File: src/rtl/vcs_pkg.sv
package vcs_pkg;

  typedef enum logic [2:0] {
    ST_RESET  = 3'd0,
    ST_WAIT   = 3'd1,
    ST_CAL    = 3'd2,
    ST_LOCK   = 3'd3,
    ST_NORMAL = 3'd4
  } seq_state_t;

  // width needed to hold the value lim
  function automatic int unsigned cnt_width(int unsigned lim);
    return (lim < 2) ? 1 : $clog2(lim + 1);
  endfunction

  // channels muted only while calibration is active and not yet done
  function automatic logic chan_mute(logic cal_active, logic done, logic en);
    return cal_active & ~done & en;
  endfunction

endpackage

File: src/rtl/vcs_sync.sv
module vcs_sync #(
  parameter int unsigned STAGES  = 2,
  parameter logic        RST_VAL = 1'b0
) (
  input  logic clk,
  input  logic arst_n,
  input  logic d_i,
  output logic q_o
);
  logic [STAGES-1:0] chain;

  always_ff @(posedge clk or negedge arst_n) begin
    if (!arst_n) chain <= {STAGES{RST_VAL}};
    else         chain <= {chain[STAGES-2:0], d_i};
  end

  assign q_o = chain[STAGES-1];
endmodule

File: src/rtl/vcs_timer.sv
module vcs_timer #(
  parameter int unsigned LIMIT = 1024
) (
  input  logic clk,
  input  logic arst_n,
  input  logic clr_i,
  output logic done_o
);
  localparam int unsigned CW = vcs_pkg::cnt_width(LIMIT);
  localparam logic [CW-1:0] LIM = CW'(LIMIT);

  logic [CW-1:0] cnt;

  always_ff @(posedge clk or negedge arst_n) begin
    if (!arst_n)       cnt <= '0;
    else if (clr_i)    cnt <= '0;
    else if (!done_o)  cnt <= cnt + 1'b1;
  end

  assign done_o = (cnt == LIM);

  AST_TMR_DONE_NEEDS_RUN: assert property (@(posedge clk) disable iff (!arst_n)
    (done_o && LIMIT > 0) |-> !$past(clr_i));
endmodule

File: src/rtl/vcs_mute.sv
module vcs_mute #(
  parameter int unsigned NCH = 4
) (
  input  logic           cal_active_i,
  input  logic           done_i,
  input  logic [NCH-1:0] en_i,
  output logic [NCH-1:0] mute_o
);
  for (genvar c = 0; c < NCH; c++) begin : g_ch
    assign mute_o[c] = vcs_pkg::chan_mute(cal_active_i, done_i, en_i[c]);
  end
endmodule

File: src/rtl/vco_cal_seq.sv
module vco_cal_seq #(
  parameter int unsigned NCH         = 4,
  parameter int unsigned HOLD_CYC    = 1024,
  parameter int unsigned SYNC_STAGES = 2
) (
  input  logic           clk,
  input  logic           por_n,
  input  logic           pdn_n,
  input  logic           swrst_n,
  input  logic           supply_ok,
  input  logic           cal_done,
  input  logic           pll_lock,
  input  logic [NCH-1:0] automute_en,
  output logic           reload_o,
  output logic           cal_start_o,
  output logic [NCH-1:0] mute_o,
  output logic [2:0]     state_o,
  output logic           lock_lost_o
);
  import vcs_pkg::*;

  seq_state_t state, nxt;
  logic pin_s, rst_req, pin_seen, rst_exit, tmr_done, tmr_clr, go_cal;

  vcs_sync #(.STAGES(SYNC_STAGES), .RST_VAL(1'b0)) i_sync (
    .clk(clk), .arst_n(por_n), .d_i(pdn_n), .q_o(pin_s));

  // combined reset request, pin synchronized, software bit register-synchronous
  assign rst_req  = ~pin_s | ~swrst_n;
  assign rst_exit = (state == ST_RESET) && !rst_req;

  assign tmr_clr = (state != ST_WAIT) || !supply_ok;
  vcs_timer #(.LIMIT(HOLD_CYC)) i_tmr (
    .clk(clk), .arst_n(por_n), .clr_i(tmr_clr), .done_o(tmr_done));

  assign go_cal = (state == ST_WAIT) && supply_ok && tmr_done && !rst_req;

  always_comb begin
    nxt = state;
    if (rst_req) nxt = ST_RESET;
    else begin
      unique case (state)
        ST_RESET:  nxt = ST_WAIT;
        ST_WAIT:   if (supply_ok && tmr_done) nxt = ST_CAL;
        ST_CAL:    if (cal_done) nxt = ST_LOCK;
        ST_LOCK:   if (pll_lock) nxt = ST_NORMAL;
        ST_NORMAL: nxt = ST_NORMAL;
        default:   nxt = ST_RESET;
      endcase
    end
  end

  // pin_seen: a pin-type reset (or power-on) happened in this reset episode
  always_ff @(posedge clk or negedge por_n) begin
    if (!por_n) begin
      state       <= ST_RESET;
      pin_seen    <= 1'b1;
      reload_o    <= 1'b0;
      cal_start_o <= 1'b0;
    end else begin
      state       <= nxt;
      reload_o    <= rst_exit && pin_seen;
      cal_start_o <= go_cal;
      if (rst_req)       pin_seen <= pin_seen | ~pin_s;
      else if (rst_exit) pin_seen <= 1'b0;
    end
  end

  vcs_mute #(.NCH(NCH)) i_mute (
    .cal_active_i(state == ST_CAL), .done_i(cal_done),
    .en_i(automute_en), .mute_o(mute_o));

  assign state_o     = state;
  assign lock_lost_o = (state == ST_NORMAL) && !pll_lock;

  AST_RESET_WINS: assert property (@(posedge clk) disable iff (!por_n)
    rst_req |=> (state == ST_RESET));
  AST_RELOAD_PULSE: assert property (@(posedge clk) disable iff (!por_n)
    reload_o |=> !reload_o);
  AST_RELOAD_IN_WAIT: assert property (@(posedge clk) disable iff (!por_n)
    reload_o |-> (state == ST_WAIT || state == ST_RESET));
  AST_START_NEEDS_SUPPLY: assert property (@(posedge clk) disable iff (!por_n)
    cal_start_o |-> ($past(supply_ok) && $past(state) == ST_WAIT));
  AST_MUTE_ONLY_IN_CAL: assert property (@(posedge clk) disable iff (!por_n)
    (|mute_o) |-> (state == ST_CAL));
  AST_NORMAL_AFTER_LOCK: assert property (@(posedge clk) disable iff (!por_n)
    (state == ST_NORMAL && $past(state) != ST_NORMAL) |-> $past(pll_lock));
  AST_NO_RECAL_IN_NORMAL: assert property (@(posedge clk) disable iff (!por_n)
    (state == ST_NORMAL) |-> !cal_start_o);
endmodule

File: config.mk
export PLATFORM = sky130hd
export DESIGN_NAME = vco_cal_seq
export DESIGN_NICKNAME = d
export VERILOG_FILES = /design/src/rtl/vcs_pkg.sv /design/src/rtl/vcs_sync.sv /design/src/rtl/vcs_timer.sv /design/src/rtl/vcs_mute.sv /design/src/rtl/vco_cal_seq.sv
export SDC_FILE = /design/constraint.sdc
export NUM_CORES = 1
export LEC_CHECK = 0
export ABC_AREA = 1
export BUFFER_PORTS_ARGS = -buffer_cell sky130_fd_sc_hd__buf_2
export CORE_MARGIN = 2
export CORE_UTILIZATION = 60
export CTS_BUF_LIST = sky130_fd_sc_hd__clkbuf_4 sky130_fd_sc_hd__clkbuf_8
export DETAILED_ROUTE_END_ITERATION = 12
export GPL_TIMING_DRIVEN = 0
export PLACE_DENSITY = 0.95
export SLEW_MARGIN = 5
export SYNTH_ARGS = -nofsm -noshare
export SYNTH_HDL_FRONTEND = slang
export SYNTH_SLANG_ARGS = --single-unit
File: constraint.sdc
create_clock -name clk -period 3.9 [get_ports clk]
set_input_delay 0.585 -clock clk [delete_from_list [all_inputs] [get_ports clk]]
set_output_delay 0.585 -clock clk [all_outputs]
set_load 0.02 [all_outputs]
# Word-level counts from Yosys, hierarchy flattened
# Index checks and enable logic that the tools add are counted.
# Widths: inputs -> output; s select.
[totals] register_bits=19 latch_bits=0 ram_bits=0 mem_bits_ro=0 inputBits=11 out_inout_bits=10 elab_cells=50 memories=0
[classes] add_sub_neg=1 mul=0 n_div=0 order_cmp=0 n_eq_ne=10 shift=0 muxes=9 bitwise=10 n_reduce_logical=14
[op_table] operator="$mux 11" count=2
[op_table] operator="$pmux 3 s5" count=1
[op_table] operator="$mux 3" count=4
[op_table] operator="$add 11x1->11 const B" count=1
[op_table] operator="$eq 11x11->1 const B" count=1
[op_table] operator="$logic_and 1x1->1" count=7
[op_table] operator="$eq 3x2->1 const B" count=2
[op_table] operator="$ne 3x3->1 const B" count=2
[op_table] operator="$and 1x1->1" count=5
[op_table] operator="$eq 3x1->1 const B" count=1
[op_table] operator="$eq 3x3->1 const B" count=1
[op_table] operator="$logic_not 1->1" count=3
[op_table] operator="$logic_not 3->1" count=1
[op_table] operator="$ne 3x1->1 const B" count=1
[op_table] operator="$ne 3x2->1 const B" count=1
[op_table] operator="$not 1->1" count=3
[op_table] operator="$reduce_and 3->1" count=1
[op_table] operator="$mux 1" count=2
[op_table] operator="$ne 2x1->1 const B" count=1
[op_table] operator="$or 1x1->1" count=2
[op_table] operator="$reduce_bool 2->1" count=1
[op_table] operator="$logic_or 1x1->1" count=1

# Longest topological paths before layout
# Gate-level depths: netlist of run 1.
[depth] word_depth=6 mapped_depth=8 depth_no_buf=8

# Modules after synthesis
# From an unflattened synthesis of run 1, not the netlist that was laid out.
[unflattened] cells_unflattened=149 hier_area_um2=1097.3
[modules_own_cells] module="vcs_timer" n_inst=1 cells_per_inst=88 area_each_um2=648.1 seq_area_each_um2=275.3
[modules_own_cells] module="vco_cal_seq" n_inst=1 cells_per_inst=49 area_each_um2=359.1 seq_area_each_um2=151.4
[modules_own_cells] module="vcs_sync" n_inst=1 cells_per_inst=2 area_each_um2=50.0 seq_area_each_um2=50.0
[modules_own_cells] module="vcs_mute" n_inst=1 cells_per_inst=10 area_each_um2=40.0 seq_area_each_um2=0.0

# Worst setup path after synthesis of run 1
# Ideal clock, no wire load.
[synth_timing] path_kind="reg2out" start="reg state[2] (netlist: state_o[2])" end="out mute_o[0]" arrival_time_ps=1169 required_time_ps=3315 setup_slack_ps=2146 stages_incl_launch_ff=4 path_buffers=0 path_cell_list="dfrtp_1 > nor2_2 > nand3b_1 > nor2_1"
[synth_via] elab_chain_len=3
[synth_lines] item="start: declaration" line_no="vco_cal_seq.sv:22" rtl="seq_state_t state, nxt;"
[synth_lines] item="start signal: assignment" line_no="vco_cal_seq.sv:61" rtl="state <= nxt;"
[synth_lines] item="$eq 3x2->1" line_no="vco_cal_seq.sv:70" rtl=".cal_active_i(state == ST_CAL), .done_i(cal_done),"
[synth_lines] item="$and 1x1->1 (2 in series)" line_no="vcs_pkg.sv:18" rtl="return cal_active & ~done & en;"
[synth_lines] item="end: declaration" line_no="vco_cal_seq.sv:16" rtl="output logic [NCH-1:0] mute_o,"
# Every way passes these cells.

# Final worst setup path of run 1
[layout_timing] start="reg state[2] (netlist: state_o[2])" end="out mute_o[1]"
# The elaborated chain is that of the path after synthesis.

==> results of run 1 <==
[cell usage after synthesis (2+ instances only)]
master     n  area (um^2)
nor2_1    20         75.1
o21ai_2    2         17.5
ha_1       2         25.0
nand2_4    2         22.5
nor2_2     3         18.8
nand2_1   23         86.3
dfrtp_1   18          450
a21oi_1    5         25.0
o211ai_1   2         15.0
xor2_1     2         17.5
inv_1     24         90.1
nand3_1   10         50.1
nor3_4     2         32.5
nand3_2    3         30.0
nor3_1     3         15.0
[final cells by class]
| class | count | share of cell area |
|---|---|---|
| clock inverters | 1 | 0.00414 |
| flip-flops and latches | 19 | 0.394 |
| inverters | 25 | 0.0817 |
| repair buffers | 20 | 0.0827 |
| multi-input cells | 87 | 0.401 |
| well taps | 17 | 0.0176 |
| clock buffers | 3 | 0.0186 |
[registers in the layout, indices dropped and copies added, names as in the netlist]
register      cells
pin_seen          1
i_tmr.cnt        11
reload_o          1
cal_start_o       1
i_sync.chain      2
state_o           3
[power by group through the flow]
stage	sequential [mW]	combinational, mW	clock (mW)
final	0.207	0.0403	0.0977
after global placement	0.210	0.0389	0
after CTS	0.207	0.0410	0.0993
after floorplan	0.213	0.0218	0
after detailed placement	0.211	0.0409	0
after global routing	0.207	0.0454	0.109
[cell families after synthesis]
group | count (synthesis) | synth area share
simple gates | 72 | 0.354
xor+xnor | 2 | 0.0165
buf+inv | 25 | 0.0932
flops | 19 | 0.449
compound gates | 11 | 0.0637
fa+ha+maj | 2 | 0.0236
[layer usage]
layer,up-vias,share of wire,global-route usage
li1,459,-,-
met3,4,0.028,0.0471
met5,-,0,0
met4,0,0.011,0.0686
met2,13,0.54,0.392
met1,420,0.42,0.253
[worst paths after layout]
check	from	endpoint	slack [ns]	depth (start not counted)
setup / recovery	state_o[2]$_DFFE_PN0P_	mute_o[1]	1.84	4
hold / removal	por_n	state_o[0]$_DFFE_PN0P_	0.21	1
setup reg to reg	i_tmr.cnt[0]$_DFFE_PN0P_	i_tmr.cnt[10]$_DFFE_PN0P_	2.47	6
hold reg to reg	i_sync.chain[0]$_DFF_PN0_	i_sync.chain[1]$_DFF_PN0_	0.36	0
max in group asynchronous	por_n	pin_seen$_DFFE_PN1P_	3.37	1
min in group clk	i_sync.chain[0]$_DFF_PN0_	i_sync.chain[1]$_DFF_PN0_	0.36	0
[critical path, delay by kind of cell, from the launching register on]
| family | cells | cell delay (ns) |
|---|---|---|
| buffers and inverters | 1 | 0.17 |
| flip-flops | 1 | 0.48 |
| AND/OR/NAND/NOR | 3 | 0.54 |
[through the flow]
| step | setup slack, ns | util |
|---|---|---|
| floorplan | 2.15 | - |
| global placement | 2.13 | 0.700 |
| detailed placement | 2.12 | 0.700 |
| CTS | 1.84 | 0.716 |
| global route | 1.67 | 0.716 |
| finish | 1.84 | 0.716 |
==> results.json, run 1 <==
{
  "fin_total_pwr_mw": 0.345,
  "cts_made_buffers": 3,
  "worstPathMaxFanout": 6,
  "synthCells": 131,
  "post-dp-hpwl_mm": 1.64,
  "ioPinCount": 21,
  "grt_pass1_vias": 809,
  "cellPowerDensity_mw_per_mm2": 285,
  "seq_area_um2": 477,
  "crit_chain": "nor2_2 > nand3b_1 > nor2_1 > buf_2",
  "grt_antenna_before_repair": 0,
  "yosys_warnings": 0,
  "start_util": 0.628,
  "status": "complete, no violations",
  "fmax_mhz": 485,
  "wire_per_inst_um": 11.7,
  "routed_wirelength_mm": 2.02,
  "die_h_um": 46.1,
  "fin_area_mm2": 0.00121,
  "area_growth_pct": 14.0,
  "synth_seq_area_share": 0.449,
  "hold_class": "primary input to asynchronous set/reset pin",
  "hold_slack_ns": 0.209,
  "slew_violations": 0,
  "synth_edf_count": 0,
  "drcViolationCount": 0,
  "critPathKind": "flip-flop to output pin",
  "cpPeakStageDelay_ns": 0.48,
  "period_minus_slack_ns": 2.06,
  "swShare": 0.263,
  "seq_power_share": 0.600,
  "cp-end-kind": "output pin",
  "chipWidth_um": 46.1,
  "fillers": 132,
  "clockRootBuffer": "clkbuf_4",
  "crit_slowest_cell": "dfrtp_1",
  "rsz0062_at_grt": "false",
  "synth_cell_types": 25,
  "vias": 896,
  "cap_violations": 0,
  "layout-drive-gt1-share": 0.265,
  "grt_first_pass_wirelength_mm": 3.26,
  "cts.sinks": 19,
  "tritoncts": "built",
  "drtIter0Drc": 15,
  "switchingPower_mw": 0.0906,
  "gr-usage-all-layers": 0.217,
  "fin_cells": 172,
  "portBuffers": 20,
  "ys_async_sr_fraction": 1.00,
  "relSlewSlack": 0.722,
  "cp_data_arrival_time_ns": 1.48,
  "cts_setup_buffers": 0,
  "finalCritPeriodShare": 0.529,
  "p_int_mw": 0.254,
  "synth_nets": 144,
  "skew_ns": 0.00290,
  "fin_nets": 169,
  "multi_input_area_um2": 485,
  "combPwrFrac": 0.117,
  "final_hold_viol_count": 0,
  "clk_latency_ns": 0.29,
  "cts_resized": 0,
  "synthesis.area_per_instance_um2": 8.10,
  "drt_pass1_iterations": 4,
  "placed_cell_area_mm2": 0.00118,
  "vias_per_cell": 5.21,
  "clockBufferDepth": 2,
  "grt-ovfl-total": 0,
  "num_rows": 15,
  "p_leak_nw": 0.654,
  "setup_tns_ns": 0,
  "cp.required_ns": 3.31,
  "routabilityCongestion": 0.867,
  "diodes": 0,
  "cts.reportedPaths.clkPinSlew_ns": 0.11,
  "worst_pin_slew_ns": 0.417,
  "irDropWorstVdd_uv": 178,
  "grt_max_degree": 20,
  "antenna_left": 0,
  "core_mm2": 0.00169,
  "critPathLaunchType": "flip-flop",
  "clock_power_share": 0.283,
  "mostFrequentLayoutCell": "inv_1",
  "synth-main-ff-cell": "dfrtp_1",
  "htreeDepth": 1,
  "floorplan.die_area_mm2": 0.00212,
  "ctsHoldBuffers": 0,
  "dpl.cell_count": 168,
  "mostFrequentLayoutCells": "inv_1, nand2_1, nor2_1, buf_2, dfrtp_1",
  "setup_viol": 0,
  "synth.cell_area_mm2": 0.00106,
  "ys_ff_latch": 19
}
(Power assumes the default switching activity.)
==> run 2: changes to the inputs <==
--- a/config.mk
+++ b/config.mk
@@ -5,14 +5,14 @@
 export SDC_FILE = /design/constraint.sdc
 export NUM_CORES = 1
 export LEC_CHECK = 0
-export ABC_AREA = 1
+export ABC_AREA = 0
 export BUFFER_PORTS_ARGS = -buffer_cell sky130_fd_sc_hd__buf_2
 export CORE_MARGIN = 2
-export CORE_UTILIZATION = 60
+export CORE_UTILIZATION = 55
 export CTS_BUF_LIST = sky130_fd_sc_hd__clkbuf_4 sky130_fd_sc_hd__clkbuf_8
 export DETAILED_ROUTE_END_ITERATION = 12
 export GPL_TIMING_DRIVEN = 0
-export PLACE_DENSITY = 0.95
+export PLACE_DENSITY = 0.9
 export SLEW_MARGIN = 5
 export SYNTH_ARGS = -nofsm -noshare
 export SYNTH_HDL_FRONTEND = slang
==> constraint.sdc (replaced) <==
create_clock -name clk -period 2.1 [get_ports clk]
set_input_delay 0.315 -clock clk [delete_from_list [all_inputs] [get_ports clk]]
set_output_delay 0.315 -clock clk [all_outputs]
set_load 0.02 [all_outputs]
==> results.json, run 2 <==
{
  "synth_seq_area_share": 0.476,
  "irDropWorstVdd_uv": 439,
  "gr-usage-all-layers": 0.211,
  "cp.required_ns": 1.78,
  "chipWidth_um": 46.7,
  "netlist.area_leader.share": 0.449,
  "critPathKind": "flip-flop to output pin",
  "mostFrequentLayoutCells": "buf_2, dfrtp_1, nand2_1",
  "vias_per_cell": 5.67,
  "hold_slack_ns": 0.120,
  "synth_cell_types": 36,
  "p_leak_nw": 0.515,
  "cp_data_arrival_time_ns": 1.62,
  "critPathLaunchType": "flip-flop",
  "die_h_um": 46.7,
  "fin_cells": 150,
  "mostFrequentLayoutCell": "buf_2",
  "htreeDepth": 1,
  "synth_nets": 113,
  "crit_chain": "buf_2 > nor2b_2 > nor3b_4 > and2_1 > buf_2",
  "grt_pass1_vias": 737,
  "cp-end-kind": "output pin",
  "largest_reg_flops": 11,
  "rsz0062_at_grt": "false",
  "layout-drive-gt1-share": 0.264,
  "ys_ff_latch": 19,
  "cap_violations": 0,
  "yosys-top-cells-count": "dfrtp_1, nand2_1, a21oi_1",
  "fin_nets": 139,
  "grt-ovfl-total": 0,
  "vias": 850,
  "grt_antenna_before_repair": 0,
  "cpPeakStageDelay_ns": 0.38,
  "num_rows": 15,
  "setup_tns_ns": 0,
  "skew_ns": 0.00477,
  "cellPowerDensity_mw_per_mm2": 533,
  "period_minus_slack_ns": 1.94,
  "cts.sinks": 19,
  "status": "complete, no violations",
  "fin_total_pwr_mw": 0.633,
  "worst_pin_slew_ns": 0.610,
  "drtIter0Drc": 22,
  "synthMostInstantiatedCell": "dfrtp_1",
  "core_mm2": 0.00173,
  "synthCells": 100,
  "ys_async_sr_fraction": 1.00,
  "worstPathMaxFanout": 10,
  "setup_viol": 0,
  "clockRootBuffer": "clkbuf_4",
  "top_register": "i_tmr.cnt",
  "clockBufferDepth": 2,
  "hold_class": "primary input to flip-flop",
  "finalCritPeriodShare": 0.922,
  "grt_first_pass_wirelength_mm": 3.22,
  "slew_violations": 0,
  "cts_setup_buffers": 0,
  "cts.reportedPaths.clkPinSlew_ns": 0.11,
  "fillers": 132,
  "yosys_warnings": 0,
  "clk_latency_ns": 0.30,
  "grt_max_degree": 20,
  "routed_wirelength_mm": 1.99,
  "synth.cell_area_mm2": 0.00100,
  "wire_per_inst_um": 13.3,
  "routabilityCongestion": 0.851,
  "final_hold_viol_count": 0,
  "drt_pass1_iterations": 5,
  "floorplan.die_area_mm2": 0.00218,
  "start_util": 0.580,
  "cts_made_buffers": 3,
  "crit_slowest_cell": "dfrtp_1",
  "fmax_mhz": 516,
  "synth.area.top_cells": "dfrtp_1, nand2_1, a21oi_1, o31ai_1, or4_1",
  "relSlewSlack": 0.588,
  "synth_edf_count": 0,
  "drcViolationCount": 0,
  "diodes": 0,
  "tritoncts": "built",
  "portBuffers": 20,
  "area_growth_pct": 18.5,
  "synth-main-ff-cell": "dfrtp_1",
  "post-dp-hpwl_mm": 1.48,
  "antenna_left": 0,
  "synthesis.area_per_instance_um2": 10.0,
  "ioPinCount": 21,
  "cp_common_cell": "buf_2",
  "yosys.area.top_type": "dfrtp_1",
  "dpl.cell_count": 145
}
==> run 2: routing by layer <==
layer | GRT usage | share of wire
met1 | 0.279 | 0.47
met2 | 0.339 | 0.48
met3 | 0.0471 | 0.031
met4 | 0.0778 | 0.013
met5 | 0 | 0
==> run 2: per-stage QoR <==
step / instance area [um^2] / util / setup WS, ns
final: 1190 / 0.688 / 0.163
after global routing: 1190 / 0.688 / 0.0377
after CTS: 1170 / 0.680 / 0.0211
after detailed placement: 1130 / 0.657 / 0.356
after global placement: 1130 / 0.657 / 0.424
after floorplan: 1000 / - / 0.340
==> run 2: final timing paths <==
check | slack [ns] | cells past startpoint | to | from
setup / recovery | 0.16 | 5 | mute_o[2] | state_o[1]$_DFFE_PN0P_
max in group asynchronous | 1.31 | 2 | pin_seen$_DFFE_PN1P_ | por_n
hold / removal | 0.12 | 1 | i_sync.chain[0]$_DFF_PN0_ | pdn_n
hold reg to reg | 0.36 | 0 | i_sync.chain[1]$_DFF_PN0_ | i_sync.chain[0]$_DFF_PN0_
setup reg to reg | 0.44 | 6 | i_tmr.cnt[1]$_DFFE_PN0P_ | i_tmr.cnt[0]$_DFFE_PN0P_
min in group asynchronous | 0.47 | 2 | cal_start_o$_DFF_PN0_ | por_n
==> run 2: critical path: cells and delay by family (launching register included) <==
family	cells	cell delay, ns
AND/OR/NAND/NOR	3	0.59
flip-flops	1	0.38
buffers and inverters	2	0.36
==> run 2: what timing repair did <==
action	in CTS	in global routing
hold buffers	1	0
gates resized for setup	0	3
setup endpoints to repair	0	4
endpoints found under the hold margin	18	0
==> run 2: cells by family after synthesis <==
family                   count (synthesis)  share of synthesized area
multiplexers                             2                     0.0200
adder cells (fa/ha/maj)                  2                     0.0250
buffers and inverters                    6                     0.0262
flip-flops                              19                      0.476
AO/OA/AOI/OAI                           18                      0.116
XOR/XNOR                                 3                     0.0262
AND/OR/NAND/NOR                         50                      0.311
==> run 2: final cells by class <==
type	count	area [um^2]	area share
Sequential cell	19	477	0.401
Multi-Input combinational cell	75	513	0.432
Tap cell	25	31.3	0.0263
Clock buffer	4	30.0	0.0253
Inverter	3	11.3	0.00948
Timing Repair Buffer	21	110	0.0927
Buffer	3	15.0	0.0126
==> run 2: report_power, final <==
group,switching (mW),leakage [nW],internal (mW)
Combinational,0.0330,0.241,0.0233
Clock,0.111,0.0184,0.0869
Sequential,0.00520,0.255,0.374
